===== config.mk =====
export PLATFORM = sky130hd
export DESIGN_NAME = irq_msg_gen
export DESIGN_NICKNAME = d
export VERILOG_FILES = /design/src/rtl/irq_msg_pkg.sv /design/src/rtl/irq_legacy_track.sv /design/src/rtl/irq_vec_pending.sv /design/src/rtl/irq_msix_table.sv /design/src/rtl/irq_msg_gen.sv
export SDC_FILE = /design/constraint.sdc
export NUM_CORES = 1
export LEC_CHECK = 0
export BUFFER_PORTS_ARGS = -buffer_cell sky130_fd_sc_hd__buf_4
export CAP_MARGIN = 20
export CORE_ASPECT_RATIO = 1.75
export CORE_UTILIZATION = 55
export DETAILED_ROUTE_END_ITERATION = 10
export PLACE_DENSITY = 0.85
export SYNTH_ARGS = -nofsm -noshare
export SYNTH_HDL_FRONTEND = slang
export SYNTH_SLANG_ARGS = --single-unit

===== constraint.sdc =====
create_clock -name clk -period 2.8 [get_ports clk]
set_input_delay 0.14 -clock clk [delete_from_list [all_inputs] [get_ports clk]]
set_output_delay 0.14 -clock clk [all_outputs]
set_load 0.05 [all_outputs]

===== src/rtl/irq_msg_pkg.sv =====
package irq_msg_pkg;

    typedef enum logic [1:0] {
        MSG_ASSERT   = 2'd0,
        MSG_DEASSERT = 2'd1,
        MSG_MEMWR    = 2'd2
    } msg_kind_e;

endpackage


===== src/rtl/irq_legacy_track.sv =====
module irq_legacy_track #(
    parameter int NVEC  = 8,
    parameter int NLINE = 4,
    localparam int LW   = (NLINE > 1) ? $clog2(NLINE) : 1
) (
    input  logic             clk,
    input  logic             rst_n,
    input  logic [NVEC-1:0]  vec_lvl,
    input  logic             msg_mode,
    input  logic             take,
    output logic             need,
    output logic [LW-1:0]    line_idx,
    output logic             is_assert,
    output logic [NLINE-1:0] sent
);

    logic [NLINE-1:0] sent_d, sent_q;
    logic [NLINE-1:0] level, desired, diff;

    always_comb begin
        level = '0;
        for (int k = 0; k < NLINE; k++) begin
            for (int v = 0; v < NVEC; v++) begin
                if ((v % NLINE) == k) level[k] = level[k] | vec_lvl[v];
            end
        end
        desired  = msg_mode ? '0 : level;
        diff     = desired ^ sent_q;
        need     = |diff;
        line_idx = '0;
        for (int k = NLINE - 1; k >= 0; k--) begin
            if (diff[k]) line_idx = LW'(k);
        end
        is_assert = desired[line_idx];
        sent_d    = sent_q;
        if (take && need) sent_d[line_idx] = desired[line_idx];
    end

    always_ff @(posedge clk or negedge rst_n) begin
        if (!rst_n) sent_q <= '0;
        else        sent_q <= sent_d;
    end

    assign sent = sent_q;

    AST_NO_ASSERT_IN_MSG: assert property (@(posedge clk) disable iff (!rst_n)
        (|(sent_q & ~$past(sent_q))) |-> !$past(msg_mode));

endmodule


===== src/rtl/irq_vec_pending.sv =====
module irq_vec_pending #(
    parameter int NVEC = 8,
    localparam int VW  = (NVEC > 1) ? $clog2(NVEC) : 1
) (
    input  logic            clk,
    input  logic            rst_n,
    input  logic [NVEC-1:0] vec_req,
    input  logic            msg_mode,
    input  logic [NVEC-1:0] blocked,
    input  logic            take,
    output logic            any,
    output logic [VW-1:0]   idx
);

    typedef struct packed {
        logic [NVEC-1:0] prev;
        logic [NVEC-1:0] pend;
    } pend_st_t;

    pend_st_t st_d, st_q;
    logic [NVEC-1:0] elig, rise, clr;

    always_comb begin
        elig = st_q.pend & ~blocked;
        any  = |elig;
        idx  = '0;
        for (int v = NVEC - 1; v >= 0; v--) begin
            if (elig[v]) idx = VW'(v);
        end
        rise = vec_req & ~st_q.prev;
        clr  = '0;
        if (take && any) clr[idx] = 1'b1;
        st_d.prev = vec_req;
        st_d.pend = msg_mode ? ((st_q.pend & ~clr) | rise) : '0;
    end

    always_ff @(posedge clk or negedge rst_n) begin
        if (!rst_n) st_q <= '0;
        else        st_q <= st_d;
    end

endmodule


===== src/rtl/irq_msix_table.sv =====
module irq_msix_table #(
    parameter int NVEC = 8,
    parameter int AW   = 32,
    parameter int DW   = 32,
    localparam int VW  = (NVEC > 1) ? $clog2(NVEC) : 1
) (
    input  logic            clk,
    input  logic            rst_n,
    input  logic            wr_en,
    input  logic [VW-1:0]   wr_idx,
    input  logic [AW-1:0]   wr_addr,
    input  logic [DW-1:0]   wr_data,
    input  logic            wr_mask,
    input  logic [VW-1:0]   rd_idx,
    output logic [AW-1:0]   rd_addr,
    output logic [DW-1:0]   rd_data,
    output logic [NVEC-1:0] mask_vec
);

    typedef struct packed {
        logic [AW-1:0] addr;
        logic [DW-1:0] data;
        logic          mask;
    } entry_t;

    entry_t [NVEC-1:0] tab_d, tab_q;

    always_comb begin
        tab_d = tab_q;
        if (wr_en && (int'(wr_idx) < NVEC)) begin
            tab_d[wr_idx] = '{addr: wr_addr, data: wr_data, mask: wr_mask};
        end
        for (int v = 0; v < NVEC; v++) mask_vec[v] = tab_q[v].mask;
        rd_addr = tab_q[rd_idx].addr;
        rd_data = tab_q[rd_idx].data;
    end

    always_ff @(posedge clk or negedge rst_n) begin
        if (!rst_n) begin
            for (int v = 0; v < NVEC; v++) tab_q[v] <= '{addr: '0, data: '0, mask: 1'b1};
        end else begin
            tab_q <= tab_d;
        end
    end

endmodule


===== src/rtl/irq_msg_gen.sv =====
module irq_msg_gen
    import irq_msg_pkg::*;
#(
    parameter int NVEC  = 8,
    parameter int NLINE = 4,
    parameter int AW    = 32,
    parameter int DW    = 32,
    localparam int VW   = (NVEC > 1) ? $clog2(NVEC) : 1,
    localparam int LW   = (NLINE > 1) ? $clog2(NLINE) : 1
) (
    input  logic            clk,
    input  logic            rst_n,
    input  logic [NVEC-1:0] vec_req_i,
    input  logic            msi_en_i,
    input  logic            msix_en_i,
    input  logic [AW-1:0]   msi_addr_i,
    input  logic [DW-1:0]   msi_data_i,
    input  logic            tbl_we_i,
    input  logic [VW-1:0]   tbl_idx_i,
    input  logic [AW-1:0]   tbl_addr_i,
    input  logic [DW-1:0]   tbl_data_i,
    input  logic            tbl_mask_i,
    output logic            msg_valid_o,
    input  logic            msg_ready_i,
    output logic [1:0]      msg_type_o,
    output logic [AW-1:0]   msg_addr_o,
    output logic [DW-1:0]   msg_data_o
);

    localparam logic [DW-1:0] VEC_FIELD = {{(DW-VW){1'b0}}, {VW{1'b1}}};

    typedef struct packed {
        logic          valid;
        msg_kind_e     kind;
        logic [AW-1:0] addr;
        logic [DW-1:0] data;
    } out_t;

    out_t out_d, out_q;

    logic             msg_mode, load, leg_take, msi_take;
    logic             leg_need, leg_assert;
    logic [LW-1:0]    leg_line;
    logic [NLINE-1:0] leg_sent;
    logic             pend_any;
    logic [VW-1:0]    pend_idx;
    logic [NVEC-1:0]  tbl_mask, blocked;
    logic [AW-1:0]    tbl_addr;
    logic [DW-1:0]    tbl_data;

    assign msg_mode = msi_en_i | msix_en_i;
    assign blocked  = msix_en_i ? tbl_mask : '0;

    irq_legacy_track #(.NVEC(NVEC), .NLINE(NLINE)) u_legacy (
        .clk(clk), .rst_n(rst_n), .vec_lvl(vec_req_i), .msg_mode(msg_mode),
        .take(leg_take), .need(leg_need), .line_idx(leg_line),
        .is_assert(leg_assert), .sent(leg_sent)
    );

    irq_vec_pending #(.NVEC(NVEC)) u_pending (
        .clk(clk), .rst_n(rst_n), .vec_req(vec_req_i), .msg_mode(msg_mode),
        .blocked(blocked), .take(msi_take), .any(pend_any), .idx(pend_idx)
    );

    irq_msix_table #(.NVEC(NVEC), .AW(AW), .DW(DW)) u_table (
        .clk(clk), .rst_n(rst_n), .wr_en(tbl_we_i), .wr_idx(tbl_idx_i),
        .wr_addr(tbl_addr_i), .wr_data(tbl_data_i), .wr_mask(tbl_mask_i),
        .rd_idx(pend_idx), .rd_addr(tbl_addr), .rd_data(tbl_data), .mask_vec(tbl_mask)
    );

    always_comb begin
        load     = !out_q.valid || msg_ready_i;
        leg_take = load && leg_need;
        msi_take = load && !leg_need && (leg_sent == '0) && msg_mode && pend_any;
        out_d    = out_q;
        if (leg_take) begin
            out_d.valid = 1'b1;
            out_d.kind  = leg_assert ? MSG_ASSERT : MSG_DEASSERT;
            out_d.addr  = '0;
            out_d.data  = {{(DW-LW){1'b0}}, leg_line};
        end else if (msi_take) begin
            out_d.valid = 1'b1;
            out_d.kind  = MSG_MEMWR;
            if (msix_en_i) begin
                out_d.addr = tbl_addr;
                out_d.data = tbl_data;
            end else begin
                out_d.addr = msi_addr_i;
                out_d.data = (msi_data_i & ~VEC_FIELD) | {{(DW-VW){1'b0}}, pend_idx};
            end
        end else if (load) begin
            out_d.valid = 1'b0;
        end
    end

    always_ff @(posedge clk or negedge rst_n) begin
        if (!rst_n) out_q <= '{valid: 1'b0, kind: MSG_ASSERT, addr: '0, data: '0};
        else        out_q <= out_d;
    end

    assign msg_valid_o = out_q.valid;
    assign msg_type_o  = out_q.kind;
    assign msg_addr_o  = out_q.addr;
    assign msg_data_o  = out_q.data;

    AST_HOLD_FIELDS: assert property (@(posedge clk) disable iff (!rst_n)
        (msg_valid_o && !msg_ready_i) |=> (msg_valid_o && $stable(msg_type_o)
            && $stable(msg_addr_o) && $stable(msg_data_o)));

    AST_MEMWR_AFTER_CLEAR: assert property (@(posedge clk) disable iff (!rst_n)
        (msg_valid_o && msg_type_o == MSG_MEMWR) |-> (leg_sent == '0));

    AST_MASK_RESPECTED: assert property (@(posedge clk) disable iff (!rst_n)
        (msi_take && msix_en_i) |-> !tbl_mask[pend_idx]);

    AST_LEGACY_FIELDS: assert property (@(posedge clk) disable iff (!rst_n)
        (msg_valid_o && msg_type_o != MSG_MEMWR) |-> (msg_addr_o == '0 && msg_data_o < NLINE));

endmodule


==> insert_results.sql <==
INSERT INTO impl_metrics (metric_group, metric, value, unit) VALUES
('status', 'run_status', 'finished clean', ''),
('timing', 'fin_worst_setup_slack', '0.1887', 'ns'),
('flow_run', 'cap_violations', '0', ''),
('timing', 'max_slew_margin', '35.61', '%'),
('final_layout', 'syn2layout_area_growth', '20.89', '%'),
('power_and_ir_drop', 'power.ir.vdd_worst', '0.0006841', 'V'),
('final_layout', 'total_number_of_nets_in_the_final_design', '2790', ''),
('floorplanning', 'boundary_pins', '213', ''),
('power_and_ir_drop', 'internal-power', '0.01856', 'W'),
('cts', 'post-cts-setup-buffer-count', '0', ''),
('floorplanning', 'floorplan.die_area', '51320', 'µm²'),
('synthesis', 'ys_dominant_reg_cell', 'sky130_fd_sc_hd__dfrtp_1', ''),
('timing', 'clock-skew-final', '0.01942', 'ns'),
('worst_setup_path', 'critical_path.reg2reg.endpoint', 'msg_data_o[23]', ''),
('worst_setup_path', 'critical_path.endpoint_type', 'register', ''),
('floorplanning', 'fp.coreArea', '49730', 'µm²'),
('final_layout', 'drive_gt1_share', '34.82', '%'),
('timing', 'final_critical_path_time_including_i_o_delays_and_setup', '2.611', 'ns'),
('power_and_ir_drop', 'power_leakage', '14.26', 'nW'),
('power_and_ir_drop', 'net-switching-power', '0.009659', 'W'),
('drt', 'total_via_count_in_the_routed_design', '21304', ''),
('worst_hold_path', 'min_from', 'msg_ready_i', ''),
('worst_hold_path', 'hold-path-cell-count', '4', ''),
('drt', 'remaining_drc_errors', '0', ''),
('worst_setup_path', 'reg2reg_setup_slack', '0.19', 'ns'),
('cts', 'cts_tree', 'built', ''),
('cts', 'cts_made_buffers', '52', ''),
('worst_setup_path', 'worst_ep_arrival_time', '3.11', 'ns'),
('power_and_ir_drop', 'sw_frac_of_total', '34.23', '%'),
('worst_hold_path', 'hold_class', 'input port to register', ''),
('placement', 'post-dp-hpwl', '44560', 'µm'),
('final_layout', 'fill_cell_count', '3500', ''),
('power_and_ir_drop', 'pwr-share-clk', '26.5', '%'),
('drt', 'wl_per_cell', '23.50', 'µm'),
('synthesis', 'netlist_area', '27710', 'µm²'),
('drt', 'detailedRoute.firstIterationViolations', '1705', ''),
('timing', 'drv_slew', '0', ''),
('global_routing', 'grt_overflow', '0', ''),
('worst_setup_path', 'regToRegStartpoint', 'u_table.mask_vec[3]', ''),
('timing', 'accumulated_negative_setup_slack', '0', 'ns'),
('timing', 'final_hold_vio_count', '0', ''),
('timing', 'finalSetupViolCount', '0', ''),
('final_layout', 'final_common_cell', 'sky130_fd_sc_hd__dfrtp_1', ''),
('worst_setup_path', 'critPathKind', 'register to register', ''),
('cts', 'cts_num_sinks', '607', ''),
('final_layout', 'fin_util', '67.36', '%'),
('synthesis', 'number_of_warning_messages_in_the_yosys_log', '0', ''),
('global_routing', 'grt_first_pass_wirelength', '124600', 'µm'),
('timing', 'slew_worst_pin', '0.9659', 'ns'),
('placement', 'place.port_buffers', '209', ''),
('worst_hold_path', 'min_delay_endpoint', 'msg_type_o[1]', ''),
('power_and_ir_drop', 'power.density_cell_area', '842.4', 'nW/µm²'),
('placement', 'gpl.final_weighted_congestion', '0.8567', ''),
('placement', 'dp_slack', '0.2329', 'ns'),
('synthesis', 'asyncSetResetFlopFracSynth', '100.0', '%'),
('synthesis', 'synth_cells', '2342', ''),
('worst_setup_path', 'cp-start-kind', 'register', ''),
('cts', 'cts.clk_slew.worst_paths', '0.07', 'ns'),
('global_routing', 'groute.usage.overall', '31.36', '%'),
('timing', 'grt_setup_unrepaired', 'no', ''),
('global_routing', 'grt_antenna_before_repair', '3', ''),
('global_routing', 'grt_pass1_vias', '22959', ''),
('floorplanning', 'die_height', '298.9', 'µm'),
('synthesis', 'ys_top_cells_by_area', 'sky130_fd_sc_hd__dfrtp_1, sky130_fd_sc_hd__mux2_2, sky130_fd_sc_hd__nand2_1, sky130_fd_sc_hd__nor3_1, sky130_fd_sc_hd__mux2i_1', ''),
('synthesis', 'synth_area_leader_cell', 'sky130_fd_sc_hd__dfrtp_1', ''),
('worst_setup_path', 'r2r.worst_path.cells', '8', ''),
('synthesis', 'postSynthNetCount', '2488', ''),
('cts', 'ctsHtreeMaxLevel', '2', ''),
('timing', 'fmax', '383.0', 'MHz'),
('synthesis', 'synth-edff-count', '0', ''),
('worst_setup_path', 'crit_path_max_fanout', '31', '');
per-stage QoR:
step	total power (W)	cells	cell area (µm²)	hold slack (ns)
finish	0.02822	3348	33500	0.05617
global route	0.02945	3348	33500	0.07323
CTS	0.02817	3345	33490	0.02733
detailed placement	0.02048	3114	30370	0.1243
global placement	0.01991	3113	30360	0.1213
floorplan	0.01750	2342	27710	-0.1556
logic make-up (layout without fill, tap and decap cells):
group,Yosys count,count (layout),share of synthesized area [%]
flops,607,607,54.85
mux,576,576,23.18
other cells,0,3,0
simple gates,698,698,11.36
xor+xnor,4,4,0.1265
buf+inv,182,525,2.935
compound gates,275,275,7.554
worst max-delay path, cell delays in order, from the launching register on:
cell and delay [ns]:
sky130_fd_sc_hd__dfstp_2 0.54, sky130_fd_sc_hd__nand2b_1 0.16, sky130_fd_sc_hd__o221ai_2 0.13, sky130_fd_sc_hd__nor4_2 0.42, sky130_fd_sc_hd__buf_4 0.19, sky130_fd_sc_hd__or2_2 0.20
sky130_fd_sc_hd__buf_4 0.40, sky130_fd_sc_hd__a22oi_1 0.18, sky130_fd_sc_hd__o211ai_1 0.22
cell usage after synthesis, types with 3 or more instances:
cell type and instances:
sky130_fd_sc_hd__a21bo_2 3, sky130_fd_sc_hd__a21oi_1 22, sky130_fd_sc_hd__a22oi_1 65, sky130_fd_sc_hd__a32oi_1 61, sky130_fd_sc_hd__a41o_1 9, sky130_fd_sc_hd__buf_1 3, sky130_fd_sc_hd__buf_2 53, sky130_fd_sc_hd__buf_4 3
sky130_fd_sc_hd__buf_6 7, sky130_fd_sc_hd__clkbuf_1 110, sky130_fd_sc_hd__dfrtp_1 599, sky130_fd_sc_hd__dfstp_2 8, sky130_fd_sc_hd__inv_1 6, sky130_fd_sc_hd__mux2_2 521, sky130_fd_sc_hd__mux2i_1 54, sky130_fd_sc_hd__nand2_1 334
sky130_fd_sc_hd__nand2b_1 16, sky130_fd_sc_hd__nand3_1 67, sky130_fd_sc_hd__nand4_1 53, sky130_fd_sc_hd__nand4b_1 3, sky130_fd_sc_hd__nor2_1 78, sky130_fd_sc_hd__nor3_1 126, sky130_fd_sc_hd__nor3_2 4, sky130_fd_sc_hd__o211ai_1 54
sky130_fd_sc_hd__o21ai_0 13, sky130_fd_sc_hd__o21ai_1 20, sky130_fd_sc_hd__o21bai_1 3, sky130_fd_sc_hd__o221ai_2 3, sky130_fd_sc_hd__xnor2_1 3
worst max path at each step:
stage                              from  slack (ns)             end
floorplan           u_table.mask_vec[1]        0.71  msg_addr_o[10]
global route        u_table.mask_vec[3]        0.03  msg_data_o[23]
finish              u_table.mask_vec[3]        0.19  msg_data_o[23]
detailed placement  u_table.mask_vec[3]        0.23  msg_data_o[26]
CTS                 u_table.mask_vec[3]        0.21   msg_addr_o[6]
global placement       u_legacy.sent[1]       -0.04  msg_data_o[19]
routing by layer:
metal	GRT usage, %	vias up	share of wire (%)
li1	-	9096	-
met1	37.57	10943	37
met2	53.90	997	52
met3	4.291	268	6.2
met4	17.41	0	4.9
met5	0	-	0
sequential cells by signal, indices dropped and copies added (netlist names):
name	flops
msg_type_o	2
msg_valid_o	1
u_pending.st_q	16
msg_data_o	32
msg_addr_o	32
u_table.mask_vec	8
u_table.tab_q	512
u_legacy.sent	4
area by class of cell:
class / count / area [µm²] / share of cell area (%)
Clock buffer: 68 / 1473 / 4.396
Timing Repair Buffer: 424 / 3885 / 11.60
Tap cell: 660 / 825.8 / 2.465
Multi-Input combinational cell: 1553 / 11800 / 35.22
Clock inverter: 27 / 287.8 / 0.8591
Antenna cell: 3 / 7.507 / 0.02241
Inverter: 6 / 22.52 / 0.06723
Sequential cell: 607 / 15200 / 45.37
power by group through the flow:
stage          Combinational (W)  Sequential (W)  Clock [W]
3_3_place_gp             0.00800          0.0119          0
3_5_place_dp             0.00838          0.0121          0
4_1_cts                  0.00862          0.0120    0.00757
2_1_floorplan            0.00471          0.0128          0
6_report                 0.00869          0.0120    0.00748
5_1_grt                  0.00929          0.0122    0.00792
repair_timing:
| item | 4_1_cts | 5_1_grt |
|---|---|---|
| hold buffers | 136 | 0 |
| endpoints found under the hold margin | 649 | 0 |
| setup endpoints to repair | 0 | 0 |
| resized for setup | 0 | 0 |
No activity file was read; power rests on OpenSTA's default activity.
